==> src/rtl/boot_fetch_router.sv <==
module boot_fetch_router #(
  parameter int unsigned SEL_LSB = 21,
  parameter int unsigned WA_PFX_W = 8,
  parameter logic [WA_PFX_W-1:0] WA_PFX = 8'hF0,
  parameter int unsigned WB_PFX_W = 16,
  parameter logic [WB_PFX_W-1:0] WB_PFX = 16'h7FFF
) (
  input  logic        clk,
  input  logic        rst_n,
  input  logic [1:0]  boot_sel,
  input  logic        req_valid,
  input  logic [31:0] req_addr,
  output logic        req_ready,
  output logic        rsp_valid,
  output logic [31:0] rsp_data,
  output logic        rsp_err,
  output logic        rsp_cacheable,
  output logic        fl_req_valid,
  output logic [31:0] fl_req_addr,
  output logic        fl_req_byte,
  input  logic        fl_req_ready,
  input  logic        fl_rsp_valid,
  input  logic [31:0] fl_rsp_data,
  output logic        pci_req_valid,
  output logic [31:0] pci_req_addr,
  input  logic        pci_req_ready,
  input  logic        pci_rsp_valid,
  input  logic [31:0] pci_rsp_data,
  output logic [31:0] ctrl_rd_data
);
  localparam int unsigned WA_SPAN = 32 - WA_PFX_W;
  localparam int unsigned WB_SPAN = 32 - WB_PFX_W;

  typedef enum logic [1:0] {S_IDLE, S_ISSUE, S_WAIT, S_RESP} state_t;

  state_t      state;
  logic [1:0]  mode;
  logic [31:0] addr_q;
  logic [31:0] data_q;
  logic [1:0]  beat;
  logic        err_q;

  wire to_pci    = mode[1];
  wire byte_mode = (mode == 2'b01);
  wire in_win    = (mode == 2'b10) ? (req_addr[31:WA_SPAN] == '0)
                                   : (req_addr[31:WB_SPAN] == '0);
  wire reject    = to_pci && !in_win;
  wire port_rdy  = to_pci ? pci_req_ready : fl_req_ready;
  wire port_rsp  = to_pci ? pci_rsp_valid : fl_rsp_valid;

  always_ff @(posedge clk) begin
    if (!rst_n) begin
      mode   <= boot_sel;
      state  <= S_IDLE;
      addr_q <= '0;
      data_q <= '0;
      beat   <= '0;
      err_q  <= 1'b0;
    end else begin
      case (state)
        S_IDLE: if (req_valid) begin
          addr_q <= {req_addr[31:2], 2'b00};
          data_q <= '0;
          beat   <= '0;
          err_q  <= reject;
          state  <= reject ? S_RESP : S_ISSUE;
        end
        S_ISSUE: if (port_rdy) state <= S_WAIT;
        S_WAIT: if (port_rsp) begin
          if (byte_mode) begin
            data_q <= {data_q[23:0], fl_rsp_data[7:0]};
            beat   <= beat + 2'd1;
            state  <= (beat == 2'd3) ? S_RESP : S_ISSUE;
          end else begin
            data_q <= to_pci ? pci_rsp_data : fl_rsp_data;
            state  <= S_RESP;
          end
        end
        default: state <= S_IDLE;
      endcase
    end
  end

  assign req_ready     = (state == S_IDLE);
  assign rsp_valid     = (state == S_RESP);
  assign rsp_data      = data_q;
  assign rsp_err       = err_q;
  assign rsp_cacheable = !to_pci;

  assign fl_req_valid  = (state == S_ISSUE) && !to_pci;
  assign fl_req_byte   = byte_mode;
  assign fl_req_addr   = byte_mode ? {addr_q[31:2], beat} : addr_q;

  assign pci_req_valid = (state == S_ISSUE) && to_pci;
  assign pci_req_addr  = (mode == 2'b10) ? {WA_PFX, addr_q[WA_SPAN-1:0]}
                                         : {WB_PFX, addr_q[WB_SPAN-1:0]};

  assign ctrl_rd_data  = 32'(mode) << SEL_LSB;
endmodule

==> config.mk <==
export PLATFORM = sky130hd
export DESIGN_NAME = boot_fetch_router
export DESIGN_NICKNAME = d
export VERILOG_FILES = /design/src/rtl/boot_fetch_router.sv
export SDC_FILE = /design/constraint.sdc
export NUM_CORES = 1
export LEC_CHECK = 0
export BUFFER_PORTS_ARGS = -buffer_cell sky130_fd_sc_hd__buf_2
export CORE_MARGIN = 8
export CORE_UTILIZATION = 42
export CTS_CLUSTER_DIAMETER = 40
export DETAILED_ROUTE_END_ITERATION = 12
export MAX_ROUTING_LAYER = met4
export PLACE_DENSITY = 0.9
export SLEW_MARGIN = 20
export SYNTH_ARGS = -nofsm -noshare
export SYNTH_HDL_FRONTEND = slang
export SYNTH_SLANG_ARGS = --single-unit
==> constraint.sdc <==
create_clock -name clk -period 1.9 [get_ports clk]
set_clock_uncertainty 0.1 [all_clocks]
set_input_delay 0.38 -clock clk [delete_from_list [all_inputs] [get_ports clk]]
set_output_delay 0.38 -clock clk [all_outputs]
set_load 0.02 [all_outputs]
=== After elaboration in Yosys (flattened, before gate mapping) ===
Index checks and enable logic that the tools add are counted.

* Bits of input ports: 105
* RAM bits: 0
* Bits in read-only memories: 0
* Output and inout port bits: 135
* Bits in registers: 69
* Memories kept: 0
* Latch bits: 0

* Order comparisons: 0
* Shift-type cells: 0
* Multiply operators: 0
* Reduce and logical (&&, ||, !) cells: 13
* Bitwise gates (word level): 0
* Equality and inequality tests: 10
* Div/mod/pow operators: 0
* Muxes and demuxes: 21
* $add $sub $neg: 1

{| class="wikitable"
|+ Operators by type and width
! operator !! count
|-
| 2-to-1 mux 32 bit || 5
|-
| one-hot mux 32 bit (2 select lines) || 1
|-
| 2-to-1 mux 2 bit || 10
|-
| zero test 16 bit || 1
|-
| equality test 2 bit (second input constant) || 4
|-
| zero test 8 bit || 1
|-
| inequality test 2 bit (second input constant) || 4
|-
| one-hot mux 2 bit (3 select lines) || 1
|-
| AND reduction 3 bit || 2
|-
| equality test 2 x 1 -> 1 bit (second input constant) || 2
|-
| one-hot mux 2 bit (2 select lines) || 1
|-
| AND reduction 4 bit || 1
|-
| logical AND 1 bit || 3
|-
| 2-to-1 mux 1 bit || 3
|-
| adder 2 x 1 -> 2 bit (second input constant) || 1
|-
| zero test 1 bit || 2
|-
| zero test 2 bit || 1
|-
| AND reduction 2 bit || 1
|-
| nonzero test 2 bit || 1
|}

=== Depth between registers and ports, before layout ===
Gate-level depths: netlist (run 1).

* Depth in word-level cells: 7
* Gate-level depth with buffers: 7
* Gate-level depth less buffers: 5

=== Worst setup path before layout (run 1) ===
OpenSTA, ideal clock, no wires.

* Path type: register to output
* From: reg mode[1]
* To: out pci_req_addr[25]
* Cell stages (with the launch flop): 7
* Path buffers: 3
* Setup slack: -334 ps
* Arrival time: 1754 ps
* Path through: edfxtp_1 > buf_4 > inv_1 > clkbuf_1 > nor2_1 > inv_1 > buf_4

* Cells in the longest elaborated chain, start to end: 2

{| class="wikitable"
|+ Ends and longest elaborated chain
! item !! line !! text
|-
| start, declared || 37 || <nowiki>logic [1:0] mode;</nowiki>
|-
| start signal, assigned || 53 || <nowiki>mode <= boot_sel;</nowiki>
|-
| equality test 2 bit || 95 || <nowiki>assign pci_req_addr = (mode == 2'b10) ? {WA_PFX, addr_q[WA_SPAN-1:0]}</nowiki>
|-
| 2-to-1 mux 32 bit || 95 ||
|-
| end, declared || 25 || <nowiki>output logic [31:0] pci_req_addr,</nowiki>
|}

Every way passes these cells.

=== Worst setup path after layout (run 1) ===
* From: reg mode[1]
* To: out fl_req_addr[1]

* Cells in the longest elaborated chain, start to end: 2

{| class="wikitable"
|+ Ends and longest elaborated chain
! item !! line !! text
|-
| equality test 2 x 1 -> 1 bit || 44 || <nowiki>wire byte_mode = (mode == 2'b01);</nowiki>
|-
| 2-to-1 mux 2 bit || 92 || <nowiki>assign fl_req_addr = byte_mode ? {addr_q[31:2], beat} : addr_q;</nowiki>
|-
| end, declared || 19 || <nowiki>output logic [31:0] fl_req_addr,</nowiki>
|}

Every way passes these cells.

==> results of run 1 <==
-- repair_timing --
item | 4_1_cts | 5_1_grt
setup buffers | 7 | 5
gates cloned | 0 | 1
gates resized for setup | 7 | 10
pin swaps | 0 | 2
endpoints found under the setup margin | 19 | 41
-- worst max-delay path: stages (launching register included) --
cell and delay, ns:
edfxtp_1 0.49, buf_6 0.18, nor2b_4 0.13, and2_4 0.15, buf_6 0.11
-- registers in the layout (all words and copies together), names as in the netlist --
register	count
rsp_data	32
addr_q	30
beat	2
mode	2
state	2
rsp_err	1
-- cells in the final DEF (no fill, tap or decap), types with 2 or more instances in the layout --
cell / count
o21ai_0: 2
edfxtp_1: 2
clkbuf_8: 9
buf_4: 23
nor2_1: 26
o31ai_1: 8
dfxtp_1: 67
buf_2: 197
and2_1: 3
buf_12: 3
mux2i_1: 34
nor4_1: 4
bufinv_16: 3
and2_4: 2
o2bb2ai_1: 24
a21oi_1: 57
nand2_1: 63
or3_1: 8
nand3_1: 10
buf_6: 6
clkinv_4: 2
conb_1: 35
-- logic make-up after synthesis --
family / synth area share, %
compound gates: 17.33
other cells: 0.2127
simple gates: 16.34
buf+inv: 16.44
fa+ha+maj: 0.3543
mux: 9.639
flops: 39.69
-- report_power, final --
| group | switching (mW) | internal [mW] |
|---|---|---|
| clock network | 0.580 | 0.867 |
| registers | 0.0720 | 1.55 |
| logic | 0.690 | 0.419 |
| total | 1.34 | 2.83 |
-- layout make-up --
cell class	count	area share, %
Sequential cell	69	29.17
Inverter	3	0.2865
Multi-Input combinational cell	295	35.58
Tap cell	105	2.735
Clock inverter	6	2.344
Clock buffer	9	2.579
Timing Repair Buffer	230	27.30
-- per-stage QoR --
step	utilization [%]	TNS (ns)	power, mW	cell area [µm²]	hold WS, ns
floorplan	-	0	2.428	3682	0.3616
global placement	53.72	0	2.673	4392	0.3402
detailed placement	53.72	0	2.700	4392	0.3473
CTS	57.45	-0.1962	4.169	4697	0.09655
global route	58.75	-1.015	4.382	4803	0.09093
finish	58.75	0	4.176	4803	0.1183
-- layer usage --
| layer | vias up | GRT usage [%] |
|---|---|---|
| met5 | - | - |
| met4 | 0 | 5.253 |
| met3 | 11 | 7.006 |
| met2 | 200 | 33.03 |
| met1 | 1623 | 21.19 |
| li1 | 1734 | - |
-- path summary, 6_finish.rpt --
check	endpoint	cells past startpoint	from	slack, ns
max	fl_req_addr[1]	4	mode[1]$_DFFE_PN_	0.004
min	mode[0]$_DFFE_PN_	1	boot_sel[0]	0.12
max reg2reg	rsp_data[26]$_SDFFE_PN0P_	6	mode[1]$_DFFE_PN_	0.04
min reg2reg	addr_q[27]$_SDFFE_PN0P_	2	addr_q[27]$_SDFFE_PN0P_	0.36
==> results by group, run 1 <==
Run status
  • Outcome: finished, final reports clean

Cells and area
  • N_diodes: 0
  • Multi-input logic area: 1709 µm²
  • Reg area: 1401 µm²
  • Final net count: 714
  • Share of post-route cells with drive strength above 1: 41.99%
  • Synth-to-Final Area Change: 36.04%
  • Fill cells: ~700
  • Post-Layout Cell Count: 717

Setup path
  • Worst setup SP type: flop
  • Crit path kind: flop to output port
  • Crit path required time: 1.42 ns
  • Crit Path Max Fanout: 4
  • CP Data Arrival Time: 1.42 ns
  • Nature of the critical path endpoint: output port

CTS
  • Root Buffer: clkbuf_8
  • H-tree levels: 3
  • CTS sink count: 69
  • Clock Latency Late Sink: around 0.34 ns
  • TritonCTS clock tree: yes
  • Inserted Clock Buffers: 9
  • Worst-path clk slew: ~0.080 ns
  • CTS Hold Buffers Added: 0
  • Clk buf depth: 2

Placement
  • Inst Count DP: 689
  • Dpl ws: 0.06426 ns
  • GPL Wtd Cong: about 0.86
  • DPL Wire Length: 9.176 mm
  • Buffers on Ports: 202

Synthesis
  • Top cells by area, synth: dfxtp_1 38%, buf_4 11%, mux2i_1 9.6%, a21oi_1 8.1%, nand2_1 6.7%
  • Post-synthesis cell area: approximately 3500 µm²
  • Top-area cell type share of the netlist area: 37.99%
  • Prevailing post-synth register cell: dfxtp_1
  • Leading area contributor after synthesis: dfxtp_1
  • Most frequent cells after synthesis: 67 x dfxtp_1, 63 x nand2_1, 57 x a21oi_1
  • Average cell area after synthesis: 8.467 µm²
  • Sequential fraction of the synthesis area: 39.69%
  • Post-synth EDFFs: 2
  • Synthesized flop and latch total: 69
  • Async set or reset register ratio after synthesis: 0%
  • Leading cell type by number of instances after synthesis: dfxtp_1
  • Synth cell types: 37
  • Cells after Synth: approximately 420
  • Warnings, synthesis: 0

Die
  • I/O Pins: 240
  • Total die area: 11600 µm²
  • Die Ht: 107.7 µm
  • Total core area: 8175 µm²
  • # rows: 33
  • Initial core utilization: 43.19%
  • Chip Width: 107.7 µm

Pwr
  • Worst VDD drop: 447.9 µV
  • Static Leak: 2.423 nW
  • Power per Cell Area: 869.4 nW/µm²

Drt
  • Via count: 3568
  • Drt total wl: 11.84 mm
  • # DRC: 0
  • Metal3 WL: 1.215 mm
  • Post-DRT Antenna Nets: 0
  • Wire length on met1: 4.677 mm
  • Top Metal Used: met4
  • Drt initial violations: 147
  • DR pass1 iterations: 5
  • Vias per cell: 4.976
  • Met2 WL: 5.811 mm
  • Average wire per standard cell: approximately 17 µm

GRT
  • Grt ovf: 0
  • Initial antenna violation count: 0
  • Overall Global Routing Usage: 19.54%
  • Number of global-route vias before repair: 3607
  • First-pass GRT wire length: 17.67 mm
  • Pin count of the biggest net entering global routing: 57

Timing
  • Pins Over Slew Limit: 0
  • Fin crit period: 1.896 ns
  • Fmax: 527.6 MHz
  • Post-route worst setup slack: 0.004483 ns
  • RSZ-0062 raised after global routing: yes
  • Final Cycle Share: 99.76%
  • Final-report hold violation count: 0
  • Final setup violating endpoints: 0

Job
  • Maximum capacitance violations: 0

Hold path
  • Hold WC Path Type: input pin to flop
No activity file was read; power rests on OpenSTA's default activity.
==> run 2: changes to the inputs <==
Settings changed: RECOVER_POWER from default to 50.
==> run 2 against run 1 <==
Effect of this change:
- sequential cell count stayed put
- fmax hardly changed
- design area is 1.7% lower
- sequential share of layout area is 0.51 points higher
- global-route usage stayed put
- critical path type unchanged
- largest power group unchanged
==> results by group, run 2 (synthesis results as in run 1) <==
GRT
  • Initial antenna violation count: 0
  • Overall Global Routing Usage: 19.54%
  • Pin count of the biggest net entering global routing: 57
  • Grt ovf: 0
  • First-pass GRT wire length: 17.67 mm
  • Number of global-route vias before repair: about 3600

Pwr
  • Switching share of total power: 32.40%
  • Worst VDD drop: 446.6 µV
  • Total power: 4.154 mW
  • Combinational share of power: 26.1%
  • Pint: 2.808 mW
  • Power per Cell Area: 880.0 nW/µm²
  • Fraction of power consumed by the clock network: 34.8%
  • Static Leak: 2.158 nW
  • NetSw: approximately 1.3 mW
  • Seq pwr share: 39.1%

Run status
  • Outcome: finished, final reports clean

Cells and area
  • Commonest non-fill, non-tap cell in the layout: buf_2
  • Reg area: about 1400 µm²
  • Fill cells: 732
  • Final net count: roughly 700
  • N_diodes: 0
  • Multi-input logic area: roughly 1700 µm²
  • Max reg flops: 32
  • Synth-to-Final Area Change: 33.70%
  • Most frequent cells in the layout: 134 x buf_2, 67 x dfxtp_1, 64 x clkbuf_1
  • Share of post-route cells with drive strength above 1: 31.54%

Hold path
  • Hold WC Path Type: input pin to flop
  • Hold_sp: boot_sel[0]
  • Worst Hold End: mode[0]$_DFFE_PN_
  • Hold Path Cell Cnt: 1

Job
  • Maximum capacitance violations: 0

Timing
  • Final setup violating endpoints: 0
  • RSZ-0062 raised after global routing: yes
  • Min Hold Slack: 0.1178 ns
  • Fin crit period: about 1.9 ns
  • Fmax: ~530 MHz
  • Final Cycle Share: 99.74%
  • Pins Over Slew Limit: 0
  • Max-slew headroom: between 50% and 60%
  • Worst Max-Slew Pin Slew: about 0.72 ns
  • Final-report hold violation count: 0

Die
  • Initial core utilization: 43.19%
  • Chip Width: 107.7 µm
  • # rows: 33
  • Total die area: 11600 µm²
  • Die Ht: between 100 and 150 µm
  • I/O Pins: 240
  • Total core area: about 8000 µm²

CTS
  • CTS Hold Buffers Added: 0
  • TritonCTS clock tree: yes
  • CTS sink count: 69
  • Clk buf depth: 2
  • Worst-path clk slew: 0.08 ns
  • Inserted Clock Buffers: 9
  • H-tree levels: 3
  • Clock Latency Late Sink: roughly 0.34 ns
  • Root Buffer: clkbuf_8

Setup path
  • R2r startpoint: mode[1]$_DFFE_PN_
  • Crit Path Max Fanout: 4
  • Nature of the critical path endpoint: output port
  • Register-to-register setup slack: approximately 0.020 ns
  • Crit path required time: 1.42 ns
  • FF-to-FF path depth: 6
  • Crit path kind: flop to output port
  • Worst setup SP type: flop
  • Worst r2r dst: rsp_data[26]$_SDFFE_PN0P_
  • CP Data Arrival Time: 1.42 ns

Placement
  • Buffers on Ports: 202
  • GPL Wtd Cong: 0.8617
  • DPL Wire Length: between 9 and 10 mm

Drt
  • DR pass1 iterations: 4
  • # DRC: 0
  • Drt initial violations: 181
  • Drt total wl: 11.89 mm
  • Vias per cell: 5.000
  • Post-DRT Antenna Nets: 0
  • Average wire per standard cell: 16.58 µm
  • Via count: 3585
run 2: final cells by class:
type | count | area share, %
repair buffers | 230 | 26.03
well taps | 105 | 2.783
inverters | 3 | 0.2915
clock buffers | 9 | 2.624
flip-flops and latches | 69 | 29.68
multi-input cells | 295 | 36.20
clock inverters | 6 | 2.385
run 2: power groups by stage:
stage          clock, mW  sequential (mW)  combinational [mW]
2_1_floorplan          0             1.74               0.684
3_3_place_gp           0             1.65                1.02
3_5_place_dp           0             1.65                1.05
4_1_cts             1.48             1.62                1.07
5_1_grt             1.55             1.63                1.17
6_report            1.45             1.62                1.08
run 2: what timing repair did:
item	4_1_cts	5_1_grt
gates cloned	0	1
pin swaps	0	2
setup buffers	7	5
resized for setup	7	10
endpoints found under the setup margin	19	41
run 2: through the flow:
step	setup slack [ns]	utilization, %	cells	area [µm²]	setup TNS [ns]
final	0.004998	57.74	717	4721	0
after global routing	-0.08113	57.74	717	4721	-1.044
after CTS	-0.02526	57.45	711	4697	-0.1962
after detailed placement	0.06426	53.72	689	4392	0
after global placement	0.1372	53.72	689	4392	0
after floorplan	0.01520	-	450	3682	0
run 2: per-layer routing:
layer  share of wire, %  GRT usage, %
met5                  0             -
met4                1.3         5.253
met3                 10         7.006
met2                 48         33.03
met1                 40         21.19
run 2: worst max-delay path: stages, from the launching register on:
cell and delay (ns):
edfxtp_1 0.49, buf_6 0.18, nor2b_4 0.13, and2_4 0.15, buf_6 0.11
run 2: worst max path at each step:
| stage | startpoint | endpoint | slack [ns] | cells after the start |
|---|---|---|---|---|
| floorplan | mode[1]$_DFFE_PN_ | pci_req_addr[25] | 0.02 | 6 |
| global placement | mode[1]$_DFFE_PN_ | rsp_data[26]$_SDFFE_PN0P_ | 0.14 | 3 |
| detailed placement | mode[1]$_DFFE_PN_ | rsp_data[26]$_SDFFE_PN0P_ | 0.06 | 3 |
| CTS | mode[1]$_DFFE_PN_ | pci_req_addr[18] | -0.03 | 3 |
| global route | mode[1]$_DFFE_PN_ | fl_req_addr[1] | -0.08 | 4 |
| finish | mode[1]$_DFFE_PN_ | fl_req_addr[1] | 0.005 | 4 |
==> run 3: changes to the inputs <==
Settings changed: ABC_AREA from default to 1, CORE_UTILIZATION 42 to 43, PLACE_DENSITY 0.9 to 0.91.
==> run 3 against run 2 <==
Effect of this change:
- the flow now finishes with violations (setup timing)
- global-route usage rose by 0.60 points
- sequential power is 14% higher
- routed wire length rose by 2.3%
- critical path depth did not move
- hold slack got worse by 0.0032 ns
- via count is 12% higher
- largest power group is now combinational logic
==> results by group, run 3 <==
Setup path
  • Nature of the critical path endpoint: output port
  • CP Data Arrival Time: 1.50 ns
  • Critical Path Max Stage Delay: 0.48 ns
  • Crit Path Max Fanout: 11
  • Crit path max-delay cell type: edfxtp_1
  • Critical-path cell list: nor2_4 -> inv_4 -> or2_2 -> buf_2
  • Crit path kind: flop to output port
  • Crit path required time: 1.42 ns
  • Worst setup SP type: flop

Synthesis
  • Sequential fraction of the synthesis area: between 30% and 40%
  • Leading cell type by number of instances after synthesis: nand2_1
  • Most frequent cells after synthesis: 121 x nand2_1, 77 x nor2_1, 67 x dfxtp_1
  • Top cells by area, synth: dfxtp_1 37%, nand2_1 12%, buf_4 11%, nor2_1 7.9%, a21oi_1 6.4%
  • Synth cell types: 25
  • Warnings, synthesis: 0
  • Leading area contributor after synthesis: dfxtp_1
  • Async set or reset register ratio after synthesis: 0%
  • Synthesized flop and latch total: 69
  • Prevailing post-synth register cell: dfxtp_1
  • Top-area cell type share of the netlist area: 36.52%
  • Post-synth EDFFs: 2
  • Cells after Synth: 531
  • Post-synthesis cell area: 3672 µm²
  • Average cell area after synthesis: 6.916 µm²

Pwr
  • Worst VDD drop: 635.7 µV
  • Pint: 2.904 mW
  • Combinational share of power: approximately 38%
  • Seq pwr share: 37.1%
  • Switching share of total power: 41.65%
  • Total power: around 5.0 mW
  • NetSw: 2.073 mW
  • Power per Cell Area: 1055 nW/µm²
  • Fraction of power consumed by the clock network: 25.3%
  • Static Leak: 2.315 nW

GRT
  • Initial antenna violation count: 1
  • First-pass GRT wire length: around 18 mm
  • Number of global-route vias before repair: ~3800
  • Grt ovf: 0
  • Overall Global Routing Usage: around a fifth
  • Pin count of the biggest net entering global routing: 42

Die
  • Chip Width: 108.4 µm
  • Total core area: 8258 µm²
  • # rows: 33
  • I/O Pins: 240
  • Total die area: 11750 µm²
  • Die Ht: 108.4 µm
  • Initial core utilization: 44.47%

Drt
  • Post-DRT Antenna Nets: 0
  • Drt total wl: ~12 mm
  • # DRC: 0
  • DR pass1 iterations: 6
  • Vias per cell: slightly below 5
  • Drt initial violations: 224
  • Via count: ~4000
  • Average wire per standard cell: 14.79 µm

Timing
  • Fmax: 505.1 MHz
  • Fin Setup TNS: -0.4652 ns
  • Final-report hold violation count: 0
  • RSZ-0062 raised after global routing: yes
  • Pins Over Slew Limit: 0
  • Post-route worst setup slack: -0.07993 ns
  • Worst Max-Slew Pin Slew: 0.5686 ns
  • Max-slew headroom: 62.00%
  • Final Cycle Share: 104.2%
  • Fin crit period: between 1.5 and 2 ns
  • Final setup violating endpoints: 8

Placement
  • Buffers on Ports: between 200 and 250
  • DPL Wire Length: 9.435 mm
  • GPL Wtd Cong: 0.8454

Run status
  • Failing checks: setup timing
  • Outcome: finished with violations

CTS
  • Clock Latency Late Sink: 0.34 ns
  • CTS sink count: 69
  • Root Buffer: clkbuf_8
  • Inserted Clock Buffers: 9
  • H-tree levels: 3
  • Clk buf depth: 2
  • TritonCTS clock tree: yes
  • Worst-path clk slew: 0.09 ns

Cells and area
  • Max reg flops: 32
  • Final net count: 817
  • Core Util, Final: approximately 57%
  • Synth-to-Final Area Change: 28.48%
  • Multi-input logic area: 1742 µm²
  • Share of post-route cells with drive strength above 1: 32.54%
  • Most frequent cells in the layout: 173 x buf_2, 121 x nand2_1, 76 x nor2_1
  • Reg area: 1403 µm²
  • Commonest non-fill, non-tap cell in the layout: buf_2
  • Fill cells: ~800

Job
  • Maximum capacitance violations: 0

Hold path
  • Hold WC Path Type: input pin to flop
## run 3: metrics by stage
step / std cells / area, µm² / hold slack (ns) / setup WS, ns
2_1_floorplan: 564 / 3804 / 0.3607 / 0.001817
3_3_place_gp: 801 / 4464 / 0.3466 / 0.1350
3_5_place_dp: 801 / 4464 / 0.3505 / 0.07938
4_1_cts: 819 / 4692 / 0.08783 / -0.1030
5_1_grt: 822 / 4718 / 0.08456 / -0.1874
6_report: 822 / 4718 / 0.1146 / -0.07993
## run 3: area by class of cell
class	instances	share of cell area (%)
Multi-Input combinational cell	389	36.91
Inverter	22	1.856
Tap cell	105	2.784
Timing Repair Buffer	220	24.32
Sequential cell	69	29.73
Clock inverter	7	1.724
Clock buffer	9	2.625
Antenna cell	1	0.05304
## run 3: routing by layer
layer,vias to the layer above,share of wire (%),track usage (%)
met4,0,1.9,6.549
met2,198,50,34.92
met1,1822,39,21.99
met3,16,10,5.175
li1,1982,-,-
met5,-,0,-
## run 3: what timing repair did
item / in CTS / in global routing
endpoints found under the setup margin: 12 / 13
pin swaps: 1 / 0
endpoints found under the hold margin: 0 / 0
gates resized for setup: 3 / 11
hold buffers: 0 / 0
setup buffers: 2 / 2
## run 3: cell families after synthesis
kind of cell / after synthesis / share of synthesized area, %
compound gates: 96 / 13.70
fa+ha+maj: 1 / 0.3407
buf+inv: 106 / 18.23
flops: 69 / 38.16
other cells: 2 / 0.2045
simple gates: 257 / 29.37
## run 3: worst max-delay path: cells and delay by family (launching register included)
| kind | cells | cell delay [ns] |
|---|---|---|
| buffers and inverters | 2 | 0.24 |
| flip-flops | 1 | 0.48 |
| AND/OR/NAND/NOR | 2 | 0.45 |
## run 3: worst paths after layout
check,start,endpoint,slack [ns],cells after the start
setup / recovery,mode[0]$_DFFE_PN_,pci_req_addr[16],-0.08,4
hold reg to reg,rsp_data[24]$_SDFFE_PN0P_,rsp_data[24]$_SDFFE_PN0P_,0.37,2
hold / removal,boot_sel[0],mode[0]$_DFFE_PN_,0.11,1
setup reg to reg,mode[1]$_DFFE_PN_,rsp_data[31]$_SDFFE_PN0P_,0.21,7
## run 3: power by group through the flow
stage                     Sequential [mW]  Clock, mW  Combinational, mW
after floorplan                      2.12          0               1.19
after global placement               1.87          0               1.84
after detailed placement             1.88          0               1.87
after CTS                            1.84       1.30               1.88
after global routing                 1.88       1.36               2.05
final                                1.84       1.26               1.88
